--- config.mk ---
export PLATFORM = sky130hd
export DESIGN_NAME = host_reg_port
export DESIGN_NICKNAME = d
export VERILOG_FILES = /design/src/rtl/host_reg_port_pkg.sv /design/src/rtl/host_reg_port_ctrl.sv /design/src/rtl/host_reg_port_dp.sv /design/src/rtl/host_reg_port.sv
export SDC_FILE = /design/constraint.sdc
export NUM_CORES = 1
export LEC_CHECK = 0
export CAP_MARGIN = 20
export CORE_AREA = 2 2 185 187
export CTS_CLUSTER_DIAMETER = 120
export CTS_CLUSTER_SIZE = 24
export DETAILED_ROUTE_END_ITERATION = 16
export DIE_AREA = 0 0 187 189
export GPL_TIMING_DRIVEN = 0
export PLACE_DENSITY_LB_ADDON = 0.12
export SLEW_MARGIN = 25
export SYNTH_ARGS = -nofsm -noshare
export SYNTH_HDL_FRONTEND = slang
export SYNTH_SLANG_ARGS = --single-unit
--- constraint.sdc ---
create_clock -name clk -period 5.33 [get_ports clk]
set_clock_uncertainty 0.05 [all_clocks]
set_input_delay 1.066 -clock clk [delete_from_list [all_inputs] [get_ports clk]]
set_output_delay 1.066 -clock clk [all_outputs]
set_load 0.02 [all_outputs]
--- src/rtl/host_reg_port_pkg.sv ---
package host_reg_port_pkg;
  // One-hot decoded access kind handed from control to datapath.
  typedef struct packed {
    logic selLoad;  // address-port write
    logic dataWr;   // data-port write
    logic dataRd;   // data-port read
    logic auxRd;    // address-port read (auxiliary status)
    logic nullRd;   // read of an undecoded offset
  } portStrobe_t;
endpackage

--- src/rtl/host_reg_port_ctrl.sv ---
module host_reg_port_ctrl
  import host_reg_port_pkg::*;
#(
  parameter int OFS_W       = 3,
  parameter int ADDR_OFS    = 3,
  parameter int PORT_STRIDE = 4
) (
  input  logic             clk,
  input  logic             rstN,
  input  logic             accEn,
  input  logic             accWr,
  input  logic [OFS_W-1:0] accOfs,
  output portStrobe_t      strobe
);
  localparam logic [OFS_W-1:0] ADDR_PORT = OFS_W'(ADDR_OFS);
  localparam logic [OFS_W-1:0] DATA_PORT = OFS_W'(ADDR_OFS + PORT_STRIDE);

  logic hitAddr;
  logic hitData;

  always_comb begin
    hitAddr = (accOfs == ADDR_PORT);
    hitData = (accOfs == DATA_PORT);
    strobe = '0;
    if (accEn) begin
      strobe.selLoad = accWr && hitAddr;
      strobe.dataWr  = accWr && hitData;
      strobe.auxRd   = !accWr && hitAddr;
      strobe.dataRd  = !accWr && hitData;
      strobe.nullRd  = !accWr && !hitAddr && !hitData;
    end
  end

  AST_ONE_KIND: assert property (@(posedge clk) disable iff (!rstN)
    $onehot0(strobe)) else $error("more than one access kind");
  AST_IDLE_QUIET: assert property (@(posedge clk) disable iff (!rstN)
    !accEn |-> (strobe == '0)) else $error("strobe without access");
endmodule

--- src/rtl/host_reg_port_dp.sv ---
module host_reg_port_dp
  import host_reg_port_pkg::*;
#(
  parameter int NREG        = 32,
  parameter int DW          = 8,
  parameter int CSR_IDX     = 23,
  parameter int CTRL_IDX    = 1,
  parameter int EDI_BIT     = 3,
  parameter int AUX_INT_BIT = 7,
  parameter int AUX_DBR_BIT = 0
) (
  input  logic                    clk,
  input  logic                    rstN,
  input  portStrobe_t             strobe,
  input  logic [DW-1:0]           wrData,
  input  logic                    seqRaise,
  input  logic [DW-1:0]           seqCsrValue,
  output logic [DW-1:0]           rdData,
  output logic                    irq,
  output logic                    cmdStrobe,
  output logic [$clog2(NREG)-1:0] cmdIndex
);
  localparam int PTR_W = $clog2(NREG);
  localparam logic [PTR_W-1:0] CSR_SEL  = PTR_W'(CSR_IDX);
  localparam logic [PTR_W-1:0] CTRL_SEL = PTR_W'(CTRL_IDX);

  logic [DW-1:0]    bank [NREG];
  logic [PTR_W-1:0] selPtr;
  logic             pending;
  logic [DW-1:0]    auxVal;
  logic             clrHit;

  always_comb begin
    auxVal = '0;
    auxVal[AUX_DBR_BIT] = 1'b1;
    auxVal[AUX_INT_BIT] = pending;
    clrHit = (strobe.dataRd && selPtr == CSR_SEL)
          || (strobe.dataWr && selPtr == CTRL_SEL && wrData[EDI_BIT]);
  end

  // Register bank: host byte writes, sequencer status loads win on collision.
  always_ff @(posedge clk) begin
    if (!rstN) begin
      for (int i = 0; i < NREG; i++) bank[i] <= '0;
    end else begin
      if (strobe.dataWr) bank[selPtr] <= wrData;
      if (seqRaise)      bank[CSR_SEL] <= seqCsrValue;
    end
  end

  // Select pointer, pending flag, read data and command report.
  always_ff @(posedge clk) begin
    if (!rstN) begin
      selPtr    <= '0;
      pending   <= 1'b0;
      rdData    <= '0;
      cmdStrobe <= 1'b0;
      cmdIndex  <= '0;
    end else begin
      if (strobe.selLoad)     selPtr <= wrData[PTR_W-1:0];
      else if (strobe.dataWr) selPtr <= selPtr + 1'b1;

      if (seqRaise)    pending <= 1'b1;
      else if (clrHit) pending <= 1'b0;

      if (strobe.auxRd)       rdData <= auxVal;
      else if (strobe.dataRd) rdData <= bank[selPtr];
      else if (strobe.nullRd) rdData <= '0;

      cmdStrobe <= strobe.dataWr;
      if (strobe.dataWr) cmdIndex <= selPtr;
    end
  end

  assign irq = pending;

  AST_PTR_STEP: assert property (@(posedge clk) disable iff (!rstN)
    strobe.dataWr |=> selPtr == $past(selPtr) + 1'b1) else $error("ptr step");
  AST_PTR_LOAD: assert property (@(posedge clk) disable iff (!rstN)
    strobe.selLoad |=> selPtr == $past(wrData[PTR_W-1:0])) else $error("ptr load");
  AST_RD_HOLDS_PTR: assert property (@(posedge clk) disable iff (!rstN)
    (strobe.dataRd || strobe.auxRd || strobe.nullRd) |=> $stable(selPtr)) else $error("ptr moved");
  AST_CSR_ACK: assert property (@(posedge clk) disable iff (!rstN)
    (strobe.dataRd && selPtr == CSR_SEL && !seqRaise) |=> !irq) else $error("csr ack");
  AST_RAISE_WINS: assert property (@(posedge clk) disable iff (!rstN)
    seqRaise |=> irq && bank[CSR_SEL] == $past(seqCsrValue)) else $error("raise");
  AST_CMD_PULSE: assert property (@(posedge clk) disable iff (!rstN)
    strobe.dataWr |=> cmdStrobe && cmdIndex == $past(selPtr)) else $error("cmd pulse");
  AST_RD_HOLD: assert property (@(posedge clk) disable iff (!rstN)
    !(strobe.dataRd || strobe.auxRd || strobe.nullRd) |=> $stable(rdData)) else $error("rd hold");
endmodule

--- src/rtl/host_reg_port.sv ---
module host_reg_port
  import host_reg_port_pkg::*;
#(
  parameter int NREG        = 32,
  parameter int DW          = 8,
  parameter int OFS_W       = 3,
  parameter int ADDR_OFS    = 3,
  parameter int PORT_STRIDE = 4,
  parameter int CSR_IDX     = 23,
  parameter int CTRL_IDX    = 1,
  parameter int EDI_BIT     = 3,
  parameter int AUX_INT_BIT = 7,
  parameter int AUX_DBR_BIT = 0
) (
  input  logic                    clk,
  input  logic                    rstN,
  input  logic                    accEn,
  input  logic                    accWr,
  input  logic [OFS_W-1:0]        accOfs,
  input  logic [DW-1:0]           wrData,
  output logic [DW-1:0]           rdData,
  output logic                    irq,
  input  logic                    seqRaise,
  input  logic [DW-1:0]           seqCsrValue,
  output logic                    cmdStrobe,
  output logic [$clog2(NREG)-1:0] cmdIndex
);
  portStrobe_t strobe;

  host_reg_port_ctrl #(
    .OFS_W(OFS_W), .ADDR_OFS(ADDR_OFS), .PORT_STRIDE(PORT_STRIDE)
  ) uCtrl (
    .clk(clk), .rstN(rstN), .accEn(accEn), .accWr(accWr),
    .accOfs(accOfs), .strobe(strobe)
  );

  host_reg_port_dp #(
    .NREG(NREG), .DW(DW), .CSR_IDX(CSR_IDX), .CTRL_IDX(CTRL_IDX),
    .EDI_BIT(EDI_BIT), .AUX_INT_BIT(AUX_INT_BIT), .AUX_DBR_BIT(AUX_DBR_BIT)
  ) uDp (
    .clk(clk), .rstN(rstN), .strobe(strobe), .wrData(wrData),
    .seqRaise(seqRaise), .seqCsrValue(seqCsrValue), .rdData(rdData),
    .irq(irq), .cmdStrobe(cmdStrobe), .cmdIndex(cmdIndex)
  );
endmodule

### After elaboration in Yosys (flattened, before gate mapping)

Memory sizes are Yosys's and may differ from the RTL's. A register that Yosys moved wholly into a read port is not among the register bits.
Cells that the tools add are included.

* memories kept: 1
* output and inout port bits: 15
* bits of input ports: 24
* bits in latches: 0
* RAM bits: 256
* register bits: 20
* logic and storage cells: 58
* ROM bits: 0

* mux-type cells: 21
* reductions and logical operators: 19
* multiply operators: 0
* magnitude comparators: 0
* bitwise logic cells: 5
* shift operators: 0
* eq/ne operators: 5
* add/subtract/negate cells: 1
* div/mod/pow operators: 0

Memory list
* uDp.bank: words 32, bits a word 8, rd ports 1, clocked after memory_dff 1, wr ports 32, line host_reg_port_dp.sv:27 `logic [DW-1:0] bank [NREG];`

Operator list (count)
* 2-to-1 mux 8 bit: 5
* 2-to-1 mux 5 bit: 6
* == test 5 bit, second input constant: 2
* 2-to-1 mux 1 bit: 10
* logical AND 1 bit: 9
* OR reduction 8 bit: 1
* nonzero test 2 bit: 3
* adder 5 x 1 -> 5 bit, second input constant: 1
* == test 5 x 1 -> 1 bit, second input constant: 1
* == test 3 x 2 -> 1 bit, second input constant: 1
* == test 3 bit, second input constant: 1
* logical NOT 1 bit: 3
* nonzero test 3 bit: 1
* bitwise AND 1 bit: 2
* inverter 1 bit: 2
* OR reduction 2 bit: 1
* logical OR 1 bit: 1
* bitwise OR 1 bit: 1

### Longest topological paths before layout

* depth in word-level cells: 11
* gate-level depth with buffers: 8

### By module

From an unflattened synthesis, not the netlist that was laid out.

* cell total of the unflattened synthesis: 955
* area, all modules: 13172.6 µm²

Modules (own cells, without submodules)
* host_reg_port_dp: times used 1, cells an instance 946, sequential area each 8187.9 µm², area an instance 13123.8 µm²
* host_reg_port_ctrl: times used 1, cells an instance 9, sequential area each 0.0 µm², area an instance 48.8 µm²

### Least setup slack after synthesis

Ideal clock, no wire load.

* path type: input -> register
* from: input port accOfs[2]
* to: memory uDp.bank[12][0], enable pin
* path slack: 2.296 ns
* data arrival time: 2.600 ns
* cell stages on the path: 6
* required time: 4.896 ns
* cell sequence: nand4_1 > nor2_1 > nand3b_1 > clkbuf_1 > clkbuf_1 > o21ai_0

RTL lines
* start: declaration: line host_reg_port.sv:19 `input logic [OFS_W-1:0] accOfs,`
* end: declaration: line host_reg_port_dp.sv:27

==> reports/qor.yml <==
floorplanning:
  fp.dieH_um: 189
  dieArea_um2: 35340
  die_w_um: 187
  io_pins: 39
  row_count: 67
  start_util: 0.3945
  design.core.area_um2: 33280
critical_path:
  cp-start-kind: "input port"
  cp_max_fo: 10
  slowest_delay_ps: 780
  required_ps: 5420
  crit_top_cell: "clkbuf_1"
  cp.arrival_ps: 3910
  crit_path_end_kind: "register"
  path_class: "input port to register"
  slowest_stage: "o21ai_1"
  crit_path_cell_trace: "clkdlybuf4s50_1, nand4_1, nor2_1, nand3b_1, clkbuf_1, clkbuf_1, o21ai_1"
sta:
  worst_pin_slew_ps: 968.4
  setup_viol: 0
  slew_violations: 0
  setup-tns-final_ps: 0
  hold_viol_final: 0
  maxSlewHeadroom: 0.3500
  fmax_mhz: 261.8
  min_period_ps: 3819
  rsz0062_at_grt: "false"
  period_share: 0.7166
global_routing:
  gr-total-overflow: 0
  grt_pass1_vias: 8385
  grt_first_pass_wirelength_mm: 59.48
  grt_max_degree: 26
  track_usage: 0.2341
  antenna_found_initial: 0
synthesis:
  synth_flop_cell: "edfxtp_1"
  synth-edff-count: 256
  async_flop_share: 0
  avgSynthCellArea_um2: 13.44
  synth.area.top_cells: "edfxtp_1 59%, and2_1 9.0%, mux2i_1 7.3%"
  yosys.area.top_type: "edfxtp_1"
  seq_area_frac_synth: 0.6236
  syn_area_um2: 13130
  synth_cell_types: 47
  netlist_instances: 977
  synth_seq_cells: 281
  yosys.area.top_type_share: 0.5855
  yosys_warnings: 0
  syn-num-nets: 1005
  synth_most_common_cell: "edfxtp_1"
  ys_top_cells_by_count: "256 x edfxtp_1, 188 x and2_1, 96 x mux2i_1, 64 x nor3_1, 54 x clkbuf_1"
detailed_routing:
  m1WireLength_mm: 17.83
  dr.max_layer_used: "met4"
  postRouteAntennaNets: 0
  drc_errors: 0
  routed_via_density: 5.588
  dr.pass1.iters: 5
  wire_per_inst_um: 27.57
  met2_length_mm: 19.63
  wl_mm: 41.14
  via_count: 8337
  drt-initial-drc-count: 930
  route.met3.wl_mm: 2.519
layout:
  layout-drive-gt1-share: 0.07471
  fin_nets: 1064
  finish.instance_area_um2: 14520
  antenna_cells: 0
  area_growth_pct: 10.58
hold_path:
  hp-class: "register to register"
pwr:
  leakage_nw: 4.794
  p_total_w: 0.004070
  p_per_area_nw_per_um2: 280.3
  ir_drop_mv: 0.1896
placed_design:
  port-buffer-count: 38
  placed_area_um2: 14100
  gp_congestion: 0.9685
  hpwl_mm: 29.11
job:
  cap_viol_max_count: 0
cts:
  cts_setup_buffers: 0
  clock_latency_ps: 520
  cts_sinks: 281
  cts.clk_slew.worst_paths_ps: 100
  cts_buffer_depth: 3
  cts_buffers: 15
  hold_buffers: 0
  cts-resized-gates: 0
  cts-root-buf: "clkbuf_16"
  cts_tree: "built"
  htreeDepth: 1
status:
  status: "complete, no violations"
## report_power, final
| group | leakage [nW] | switching, W | internal [W] |
|---|---|---|---|
| Clock | 0.200 | 0.000737 | 0.000540 |
| Combinational | 1.74 | 0.000208 | 0.0000989 |
| Sequential | 2.85 | 0.0000210 | 0.00246 |
## flip-flops by register name, indices dropped and copies added, names as in the netlist, named ones only
name,count
uDp.cmdStrobe,1
uDp.cmdIndex,5
uDp.irq,1
uDp.selPtr,5
uDp.rdData,8
uDp.bank,256
## routing by layer
layer  up-vias  global-route usage
li1       3737                   -
met1      4247              0.3145
met2       293              0.3975
met3        60             0.03207
met4         0             0.06838
met5         -                   0
## logic make-up after synthesis
kind of cell / after synthesis / synth area share
xor gates and xnor gates: 2 / 0.001334
muxes: 116 / 0.1075
and+or+nand+nor: 351 / 0.1524
buffers and inverters: 91 / 0.03793
DFF: 281 / 0.6236
adders and majority gates: 4 / 0.003812
AOI/OAI and AO/OA: 132 / 0.07347
## cell usage in the layout, fill, tap and decap left out, types with 3 or more instances in the layout
cell type | Yosys | layout
edfxtp_1 | 256 | 256
and2_1 | 188 | 188
mux2i_1 | 96 | 96
nor3_1 | 64 | 64
clkbuf_1 | 54 | 63
clkdlybuf4s50_1 | 0 | 38
nor2_1 | 34 | 34
o21ai_1 | 3 | 31
dfxtp_1 | 25 | 25
a22o_1 | 23 | 23
nand2_1 | 21 | 21
mux4_2 | 20 | 20
nor2b_1 | 17 | 17
a22oi_1 | 16 | 16
clkbuf_16 | 0 | 15
buf_2 | 10 | 10
a21oi_1 | 10 | 10
o41ai_1 | 10 | 10
buf_4 | 5 | 9
a221oi_1 | 9 | 9
a211oi_1 | 9 | 9
nand2b_1 | 8 | 8
o22ai_1 | 8 | 8
buf_1 | 6 | 6
a221oi_2 | 6 | 6
inv_1 | 5 | 5
buf_6 | 5 | 5
o21ai_0 | 33 | 5
nand3_1 | 4 | 4
buf_12 | 4 | 4
ha_1 | 4 | 4
nand3b_1 | 3 | 3
## final timing paths
kind,start,endpoint,slack (ps),cells past startpoint
setup / recovery,accOfs[1],uDp.bank[7][2],1510,7
hold / removal,uDp.cmdIndex[1],uDp.cmdIndex[1],480,2
setup reg to reg,uDp.selPtr[3],uDp.bank[26][5],2440,4
hold reg to reg,uDp.cmdIndex[1],uDp.cmdIndex[1],480,2
## critical path: cells and delay by family
| kind | cells | cell delay, ps |
|---|---|---|
| buffers and inverters | 3 | 1140 |
| AOI/OAI and AO/OA | 1 | 780 |
| and+or+nand+nor | 3 | 910 |
## cell type report
cell class	instances	area [um2]
sequential	281	8188
fill	3114	18760
clock inverter	1	8.758
tap	448	560.5
clock buffer	24	409.1
buffer	86	479.2
inverter	5	18.77
timing repair buffer	42	410.4
multi-input combinational	605	4444
## per-stage QoR
step           utilization  hold WS [ps]  worst slack (ps)  cells
6_report            0.4363         475.8              1511   1492
5_1_grt             0.4363         488.8              1402   1492
4_1_cts             0.4363         484.3              1543   1492
3_5_place_dp        0.4237         461.1              1021   1467
3_3_place_gp        0.4228         455.3             597.3   1463
2_1_floorplan            -         483.3              2296    977
(Power assumes the default switching activity.)
